==> src/rtl/issue_gate.sv <==
module issue_gate #(
  parameter int N  = 4,
  parameter int RW = 5,
  parameter int NC = 2
) (
  input  logic                clk,
  input  logic                rst_n,
  input  logic [N-1:0]        win_valid,
  input  logic [3*N-1:0]      win_class,
  input  logic [2*N-1:0]      src_use,
  input  logic [2*N-1:0]      src_fp,
  input  logic [2*N*RW-1:0]   src_reg,
  input  logic [N-1:0]        dst_use,
  input  logic [N-1:0]        dst_fp,
  input  logic [N*RW-1:0]     dst_reg,
  input  logic [NC-1:0]       done_en,
  input  logic [NC-1:0]       done_fp,
  input  logic [NC*RW-1:0]    done_reg,
  output logic [N-1:0]        grant,
  output logic [(1<<RW)-1:0]  busy_int,
  output logic [(1<<RW)-1:0]  busy_fp
);
  localparam int NR = 1 << RW;

  logic [N-1:0] tracked;
  logic [N-1:0] hazard;
  logic [3:0]   unit [N];

  for (genvar k = 0; k < N; k++) begin : g_slot
    assign tracked[k] = win_valid[k] & dst_use[k] & (dst_fp[k] | (|dst_reg[k*RW +: RW]));

    always_comb begin
      case (win_class[3*k +: 3])
        3'd1, 3'd4: unit[k] = 4'b0010;
        3'd2:       unit[k] = 4'b0100;
        3'd3:       unit[k] = 4'b1000;
        default:    unit[k] = 4'b0001;
      endcase
    end

    always_comb begin
      logic [RW-1:0] r;
      logic          f;
      hazard[k] = 1'b0;
      for (int s = 0; s < 2; s++) begin
        r = src_reg[(2*k+s)*RW +: RW];
        f = src_fp[2*k+s];
        if (src_use[2*k+s]) begin
          if (f ? busy_fp[r] : busy_int[r]) hazard[k] = 1'b1;
          for (int j = 0; j < k; j++)
            if (tracked[j] && dst_reg[j*RW +: RW] == r && dst_fp[j] == f)
              hazard[k] = 1'b1;
        end
      end
    end
  end

  always_comb begin
    logic       open;
    logic [3:0] used;
    open  = 1'b1;
    used  = 4'b0;
    grant = '0;
    for (int k = 0; k < N; k++) begin
      if (win_valid[k]) begin
        if (open && !hazard[k] && !(|(used & unit[k]))) begin
          grant[k] = 1'b1;
          used     = used | unit[k];
        end else begin
          open = 1'b0;
        end
      end
    end
  end

  logic [NR-1:0] set_i, set_f, clr_i, clr_f;

  always_comb begin
    set_i = '0;
    set_f = '0;
    clr_i = '0;
    clr_f = '0;
    for (int k = 0; k < N; k++)
      if (grant[k] && tracked[k]) begin
        if (dst_fp[k]) set_f[dst_reg[k*RW +: RW]] = 1'b1;
        else           set_i[dst_reg[k*RW +: RW]] = 1'b1;
      end
    for (int c = 0; c < NC; c++)
      if (done_en[c]) begin
        if (done_fp[c]) clr_f[done_reg[c*RW +: RW]] = 1'b1;
        else            clr_i[done_reg[c*RW +: RW]] = 1'b1;
      end
  end

  always_ff @(posedge clk) begin
    if (!rst_n) begin
      busy_int <= '0;
      busy_fp  <= '0;
    end else begin
      busy_int <= (busy_int & ~clr_i) | set_i;
      busy_fp  <= (busy_fp  & ~clr_f) | set_f;
    end
  end
endmodule

==> config.mk <==
export PLATFORM = sky130hd
export DESIGN_NAME = issue_gate
export DESIGN_NICKNAME = d
export VERILOG_FILES = /design/src/rtl/issue_gate.sv
export SDC_FILE = /design/constraint.sdc
export NUM_CORES = 1
export LEC_CHECK = 0
export CAP_MARGIN = 15
export CELL_PAD_IN_SITES_DETAIL_PLACEMENT = 0
export CELL_PAD_IN_SITES_GLOBAL_PLACEMENT = 1
export CORE_MARGIN = 1
export CORE_UTILIZATION = 47
export CTS_BUF_LIST = sky130_fd_sc_hd__clkbuf_8
export CTS_CLUSTER_SIZE = 12
export DETAILED_ROUTE_END_ITERATION = 8
export DONT_BUFFER_PORTS = 1
export PLACE_DENSITY_LB_ADDON = 0.1
export SLEW_MARGIN = 20
export SYNTH_ARGS = -nofsm -noshare
export SYNTH_HDL_FRONTEND = slang
export SYNTH_SLANG_ARGS = --single-unit
==> constraint.sdc <==
create_clock -name clk -period 4.8 [get_ports clk]
set_input_delay 0.24 -clock clk [delete_from_list [all_inputs] [get_ports clk]]
set_output_delay 0.24 -clock clk [all_outputs]
set_load 0.02 [all_outputs]
Word level (Yosys, flattened, before mapping)
Cells that the tools add are included.

operators by class
  mux-type cells = 127
  order comparisons = 20
  bitwise operators = 31
  equal/unequal tests = 40
  reduce and logical (&&, ||, !) cells = 57

operators with widths
  operator            count
  $mux 32             24
  $or 32x32->32       10
  $lt 5x6->1 const B  14
  $bmux 1 s5          16
  $mux 1              71
  $and 32x32->32      2
  $not 32->32         2
  $eq 5x5->1          12
  $pmux 4 s3          4
  $logic_and 1x1->1   40
  $demux 1 s5         6
  $ge 5x1->1 const B  6
  $eq 3x2->1 const B  8
  $mux 4              6
  $reduce_or 5->1     4
  $and 4x4->4         3
  $eq 1x1->1          12
  $eq 3x1->1 const B  4
  $eq 3x3->1 const B  4
  $reduce_or 4->1     3
  $and 1x1->1         8
  $or 4x4->4          2
  $reduce_or 2->1     4
  $logic_not 1->1     6
  $or 1x1->1          4

storage, ports and cells
  word-level logic and storage cells = 277
  input port bits = 116
  flip-flop bits (word level) = 64
  output and inout port bits = 68

Logic depth before layout (Yosys ltp)
Gate-level depths: netlist (run 1).

  depth in word-level cells = 30
  mapped depth = 16
  gate-level depth less buffers = 11

Least setup slack after synthesis (run 1)
Ideal clock, no wire load.

  path kind = input-to-output
  start point = in src_reg[30]
  end point = out grant[3]
  data required time = 4560 ps
  path buffers = 3
  stages on the path = 11
  setup slack = 648 ps
  arrival = 3912 ps
  cells stage by stage = clkbuf_1 > clkbuf_1 > mux4_2 > mux4_2 > mux4_2 > o22ai_1 > o311ai_0 > a21oi_1 > nand4_4 > buf_6 > nor2_1

on the way
  word-level cells in the longest chain between the ends = 18
  elaborated cells on any way between the ends = 29
  those cells by class = 3 x eq/ne; 17 x mux; 9 x reduce/logical

RTL lines
  element                           line  text
  start, declared                   12    input logic [2*N*RW-1:0] src_reg,
  $bmux 1 s5                        49    if (f ? busy_fp[r] : busy_int[r]) hazard[k] = 1'b1;
  $mux 1 (not written as such)      49
  $mux 1 (2 in a row)               49
  $mux 1 (2 in a row)               51    if (tracked[j] && dst_reg[j*RW +: RW] == r && dst_fp[j] == f)
  $mux 1 *                          51
  $mux 1 *                          48    if (src_use[2*k+s]) begin
  $mux 1                            49
  $mux 1 (3 in a row)               51
  $mux 1 *                          48
  $logic_not 1->1 *                 66    if (open && !hazard[k] && !(|(used & unit[k]))) begin
  $logic_and 1x1->1 * (2 in a row)  66
  $mux 1 *                          66
  $mux 1 *                          65    if (win_valid[k]) begin
  end, declared                     19    output logic [N-1:0] grant,

Mark *: on every way between the ends. The rest lies on a longest branch, timed or not. The select of a mux whose other input is x is not followed.

Worst setup path in the final report (run 1)
  start point = reg busy_fp[12]
  end point = reg busy_int[3]

on the way
  word-level cells in the longest chain between the ends = 30
  elaborated cells on any way between the ends = 106
  those cells by class = 78 x mux; 9 x bitwise; 19 x reduce/logical

RTL lines
  element                       line  text
  start, declared               21    output logic [(1<<RW)-1:0] busy_fp
  start signal, assigned        101   busy_fp <= (busy_fp & ~clr_f) | set_f;
  $bmux 1 s5                    49
  $mux 1 (not written as such)  49
  $mux 1 (2 in a row)           49
  $mux 1                        48
  $mux 1                        49
  $mux 1                        48
  $mux 4                        66
  $mux 4                        65
  [... 13 more ...]             -
  $reduce_or 4->1               66
  $logic_not 1->1               66
  $logic_and 1x1->1             66
  $mux 1                        66
  $mux 1                        65
  $logic_and 1x1->1             84    if (grant[k] && tracked[k]) begin
  $mux 32 *                     84
  $or 32x32->32 *               100   busy_int <= (busy_int & ~clr_i) | set_i;
  end signal, assigned          100
  end, declared                 20    output logic [(1<<RW)-1:0] busy_int,

Marked as above.
A chain may end at the register's enable or synchronous reset.

==> results.md, run 1 <==
- Status: completed
- Peak VDD IR: 0.1155 mV
- Synth unique cells: 64
- CTS root buf: clkbuf_8
- CP Capture Type: register
- Initial Utilization: 0.4824
- # clock sinks: 64
- Die area: 24940 um^2
- Synth Area in Compound Gates: 0.2364
- Worst Hold Class: primary input to register
- Initial antenna violation count: 3
- Detail Route Antenna Nets: 0
- Post-synth EDFFs: 0
- Syn-to-layout area delta: 8.104%
- Post-Syn Area: 11420 um^2
- Pre-CTS setup slack: 0.2070 ns
- Share of cells above drive strength 1: 0.1871
- Multi-input logic area: 9532 um^2
- Final instance area: 12350 um^2
- Slowest stage delay, CP: 0.76 ns
- GRT Resource Usage Total: 0.5112
- Final #Nets: 1603
- Comb pwr share: 0.338
- Setup total negative slack: 0 ns
- Hold Fails Final Rpt: 0
- CP max stage cell: o31ai_2
- CP arrival: 4.94 ns
- Clock Power Share: 0.336
- Sequential area share after synthesis: 0.1121
- Fin crit period: 4.733 ns
- WP data required: 5.01 ns
- I/O pin cnt: 184
- Layout Utilization: 0.5215
- Top post-synthesis cells by area: mux4_2 (17%), dfxtp_1 (11%), mux2i_1 (9.7%)
- Most common cell in the netlist: nand2_1
- Post-Synth Simple-Gate Area: 0.2541
- Sequential power share: 0.327
- Die Y: 157.9 um
- Vias: 13910
- # rows: 56
- Main combinational cell family by area after synthesis: multiplexers
- Drt pass-1 iters: 6
- CTS tree: done
- CTS clk-pin slew, worst paths: 0.09 ns
- Fillers: 2376
- Top post-synthesis cells by count: nand2_1 (189), a21oi_1 (144), o21ai_0 (135), mux2i_1 (111)
- First DRT Iteration DRCs: 2478
- Syn nets: 1617
- Post-DR vias/cell: 7.678
- Synth Area in XOR/XNOR: 0.06440
- Clk_lat worst skew: 0.39 ns
- Post-DP Area: 12090 um^2
- Number of global-route vias before repair: 12910
- Clock skew: 0.01434 ns
- HPWL Detailed: 47.76 mm
- # port buffers: 0
- Crit path max-delay family: compound AO/OA/AOI/OAI gates
- Asr flop ratio synth: 0
- Finish-stage setup viols: 0
- Largest net degree at the start of global routing: 77
- Fmax: 211.3 MHz
- Yosys Warn Count: 0
- RSZ-0062 raised after global routing: no
- Startpoint Class: register
- Final WL: 64.42 mm
- Crit-path max FO: 7
- Int Pwr: 1.069 mW
- Slew headroom: 0.2132
- Final Power: 1.708 mW
- Die X: 157.9 um
- # H-tree levels: 3
- GRT overflow: 0
- P_leak: 4.152 nW
- Period utilization: 0.9860
- Reg area: 1282 um^2
- Critical Path, Cell by Cell: buf_4 -> mux4_2 -> a21bo_2 -> a31oi_1 -> nand4b_1 -> o211ai_1 -> o21ai_4 -> a221oi_2 -> or4b_1 -> o21ai_4 -> nand4_4 -> buf_4 -> o31ai_2
- Synth Flop Type: dfxtp_1
- Multiplexer share of the synthesized area: 0.2757
- Synth top area share: 0.1735
- Fin. max-slew vios: 0
- Sw Ratio: 0.3739
- Syn Inst Count: 1501
- Worst-Margin Slew: 1.171 ns
- CTS Buf Count: 9
- Mapped Avg Cell Area: 7.611 um^2
- Post-route setup slack: 0.06718 ns
- Core Area: 23680 um^2
- Power per cell area: 138.3 nW/um^2
- Gp weighted congestion: 1.072
- Largest area contributor in the netlist: mux4_2
- Worst path bufs/invs: 2
- Synthesized flop and latch total: 64
- DRC: 0
- Max_cap viols: 0
- Adder-Cell Fraction of Synth Area: 0
- First-pass GRT wire length: 89.79 mm
- Worst Path Class, Setup: register to register
- Drt wl/cell: 35.55 um
- NetSw: 638.5 uW
- Max Root-Sink Buffers: 2
-- power by group through the flow --
| stage | Sequential (mW) | Clock, mW | Combinational (mW) |
|---|---|---|---|
| floorplan | 0.567 | 0 | 0.502 |
| global placement | 0.567 | 0 | 0.549 |
| detailed placement | 0.568 | 0 | 0.549 |
| CTS | 0.555 | 0.564 | 0.553 |
| global route | 0.556 | 0.592 | 0.600 |
| finish | 0.558 | 0.573 | 0.577 |
-- kinds of logic after synthesis --
family                    after synthesis
AOI/OAI and AO/OA                     419
buffers and inverters                 148
muxes                                 204
and+or+nand+nor                       582
xor gates and xnor gates               84
DFF                                    64
-- final cells by class --
type,count,share of cell area
clock buffer,10,0.01114
clock inverter,5,0.006585
multi-input combinational,1289,0.7718
antenna,2,0.0004052
tap,319,0.03232
inverter,10,0.003039
timing repair buffer,113,0.07091
sequential,64,0.1038
-- worst reg2reg max path, delay by kind of cell (launching register included) --
kind	cells	cell delay [ns]
muxes	1	0.52
and+or+nand+nor	3	0.92
buffers and inverters	2	0.53
AOI/OAI and AO/OA	7	2.13
DFF	1	0.46
-- timing repair --
item / CTS / global route
hold endpoints to repair: 4 / 0
setup endpoints to repair: 0 / 3
buffers inserted: 0 / 0
gates resized for setup: 0 / 5
hold buffers: 1 / 0
-- through the flow --
step                hold slack (ns)  std cells
floorplan                    0.4156       1501
global placement             0.3525       1794
detailed placement           0.3512       1794
CTS                        0.003527       1810
global route                0.01980       1811
finish                     0.003024       1812
-- cells in the final DEF, fill, tap and decap left out, types with 3 or more instances in the layout --
master and n:
or2_2 3, nor3b_1 8, or4_1 3, nor3_1 81, o31ai_1 20, nor2_1 65, nand4b_1 7, nand2_1 188
clkbuf_8 10, and3_1 6, xnor2_1 29, and2_1 10, xor2_1 55, dfxtp_1 63, or3_1 16, o21ai_0 135
o31ai_2 40, a211oi_1 4, inv_1 10, nor2b_1 26, a22oi_1 36, and3b_1 5, o41ai_1 6, a31oi_1 3
nand3b_1 11, mux4_2 88, nand3_1 74, mux2i_1 111, mux2_2 5, a21oi_1 144, nor4_1 13, buf_4 110
nand2b_1 26, nand4_1 30
-- registers in the layout, summed over array words and instances, names as in the netlist --
register  count
busy_fp      32
busy_int     32
-- routing by layer --
| metal | wire, um | vias to the layer above | global-route usage | share of wire |
|---|---|---|---|---|
| met2 | 27100 | 1316 | 0.7506 | 0.42 |
| met5 | 11 | - | 0 | 0.00017 |
| met4 | 5206 | 2 | 0.3634 | 0.081 |
| met3 | 9780 | 303 | 0.1911 | 0.15 |
| li1 | - | 5641 | - | - |
| met1 | 22330 | 6651 | 0.6126 | 0.35 |
-- path summary, 6_finish.rpt --
path / endpoint / slack (ns) / start / cells after the start
worst max register to register: busy_int[3] / 0.07 / busy_fp[12] / 13
worst max-delay path: busy_int[3] / 0.07 / busy_fp[12] / 13
worst min-delay path: busy_fp[3] / 0.003 / dst_reg[15] / 2
worst min register to register: busy_fp[31] / 0.96 / busy_fp[31] / 6
Note: power is estimated with default switching activity, not from simulation.
==> run 2: changes to the inputs <==
- clock period: 4.8 -> 4.5 ns (I/O delays scaled with it)
==> run 2 against run 1 <==
Against the previous run:
- critical path depth stayed put
- total power is 8.1% higher
- fmax is 7.6% higher
- critical path type unchanged
- routed wire length is 2.8% lower
- first-iteration DRC count is 6.9% lower
- highest routed layer unchanged
==> results.md, run 2 (synthesis gave the netlist of run 1 again) <==
- CTS root buf: clkbuf_8
- Worst Hold Class: primary input to register
- Crit path max-delay family: compound AO/OA/AOI/OAI gates
- Core Area: 23680 um^2
- Finish-stage setup viols: 0
- Die area: 24940 um^2
- Largest net degree at the start of global routing: 77
- Layout Utilization: 0.5243
- Period utilization: 0.9775
- # port buffers: 0
- Max_cap viols: 0
- # rows: 56
- Clk_lat worst skew: 0.36 ns
- Fin crit period: 4.399 ns
- Status: completed
- CP Capture Type: register
- Initial Utilization: 0.4824
- # H-tree levels: 3
- Initial antenna violation count: 4
- CP startpoint: busy_fp[5]
- Slowest stage delay, CP: 0.60 ns
- Gp weighted congestion: 1.102
- Peak VDD IR: 0.1134 mV
- CP Depth: 13
- First-pass GRT wire length: 87.02 mm
- Max Root-Sink Buffers: 2
- Flop2flop setup slack: 0.10 ns
- CTS tree: done
- Post-DR vias/cell: 7.465
- Drt pass-1 iters: 6
- Die X: 157.9 um
- WP data required: 4.70 ns
- Commonest non-fill, non-tap cell in the layout: nand2_1
- Worst setup endpoint: busy_int[23]
- Fin. max-slew vios: 0
- Crit-path max FO: 44
- Slew headroom: 0.2461
- HPWL Detailed: 48.75 mm
- Share of cells above drive strength 1: 0.1892
- Hold Fails Final Rpt: 0
- Power per cell area: 148.6 nW/um^2
- Pre-CTS setup slack: 0.1847 ns
- Reg-to-reg startpoint: busy_fp[5]
- RSZ-0062 raised after global routing: no
- Final Power: 1.845 mW
- R2R cell count: 13
- CP arrival: 4.60 ns
- Hold_sp: dst_reg[15]
- Biggest regs: busy_fp: 32 flops, busy_int: 32 flops
- Die Y: 157.9 um
- Detail Route Antenna Nets: 0
- DRC: 0
- Most frequent cells in the layout: nand2_1 (188), a21oi_1 (144), o21ai_0 (135)
- GRT Resource Usage Total: 0.4968
- Worst Path Class, Setup: register to register
- Post-route setup slack: 0.1012 ns
- Fillers: 2350
- CTS Buf Count: 9
- CP max stage cell: mux4_2
- GRT overflow: 0
- Final #Nets: 1609
- Clock skew: 0.02172 ns
- Final instance area: 12420 um^2
- CTS clk-pin slew, worst paths: 0.08 ns
- Startpoint Class: register
- Critical Path, Cell by Cell: buf_4 -> mux4_2 -> a22oi_1 -> a21oi_1 -> nand4b_1 -> o211ai_1 -> o21ai_2 -> a221oi_2 -> or4b_1 -> o21ai_4 -> nand4_4 -> buf_12 -> o31ai_1
- Worst-Margin Slew: 1.122 ns
- First DRT Iteration DRCs: 2306
- P_leak: 4.192 nW
- Drt wl/cell: 34.48 um
- Post-DP Area: 12090 um^2
- Worst path bufs/invs: 2
- # clock sinks: 64
- Vias: 13560
- Final WL: 62.62 mm
- Reg2reg end: busy_int[23]
- Fmax: 227.3 MHz
- Syn-to-layout area delta: 8.674%
- Number of global-route vias before repair: 12230
- I/O pin cnt: 184
- Setup total negative slack: 0 ns
run 2: power by group:
part / internal [mW] / switching, mW / total [mW]
registers: 0.573 / 0.0155 / 0.588
clock network: 0.393 / 0.242 / 0.635
logic: 0.250 / 0.373 / 0.623
total: 1.22 / 0.630 / 1.85
run 2: through the flow:
step,cells,hold slack [ns]
after floorplan,1501,0.4006
after global placement,1796,0.3406
after detailed placement,1796,0.3480
after CTS,1811,0.01722
after global routing,1816,0.03035
final,1816,0.03182
run 2: per-layer routing:
metal,track usage,wire length (um),up-vias
met4,0.3144,4790,2
met2,0.7260,25850,1264
met1,0.6252,22560,6339
met3,0.1651,9402,287
li1,-,-,5665
met5,0,12,-
run 2: area by class of cell:
type | instances | area, um^2 | area share
clock buffers | 11 | 151.4 | 0.01219
inverters | 10 | 37.54 | 0.003023
clock inverters | 3 | 90.09 | 0.007256
multi-input cells | 1289 | 9532 | 0.7677
repair buffers | 119 | 920.9 | 0.07417
diodes | 1 | 2.502 | 0.0002016
well taps | 319 | 399.1 | 0.03215
flip-flops and latches | 64 | 1282 | 0.1033
run 2: repair_timing:
item                                   CTS  global route
endpoints found under the hold margin    4             0
hold buffers                             1             0
setup endpoints to repair                0             5
setup buffers                            0             4
gates resized for setup                  0             5
run 2: worst min-delay path by stage:
stage | endpoint | slack, ns | depth (start not counted)
after floorplan | busy_fp[8] | 0.40 | 3
after global placement | busy_fp[22] | 0.34 | 1
after detailed placement | busy_fp[22] | 0.35 | 1
after CTS | busy_fp[3] | 0.02 | 2
after global routing | busy_int[17] | 0.03 | 2
final | busy_fp[3] | 0.03 | 2
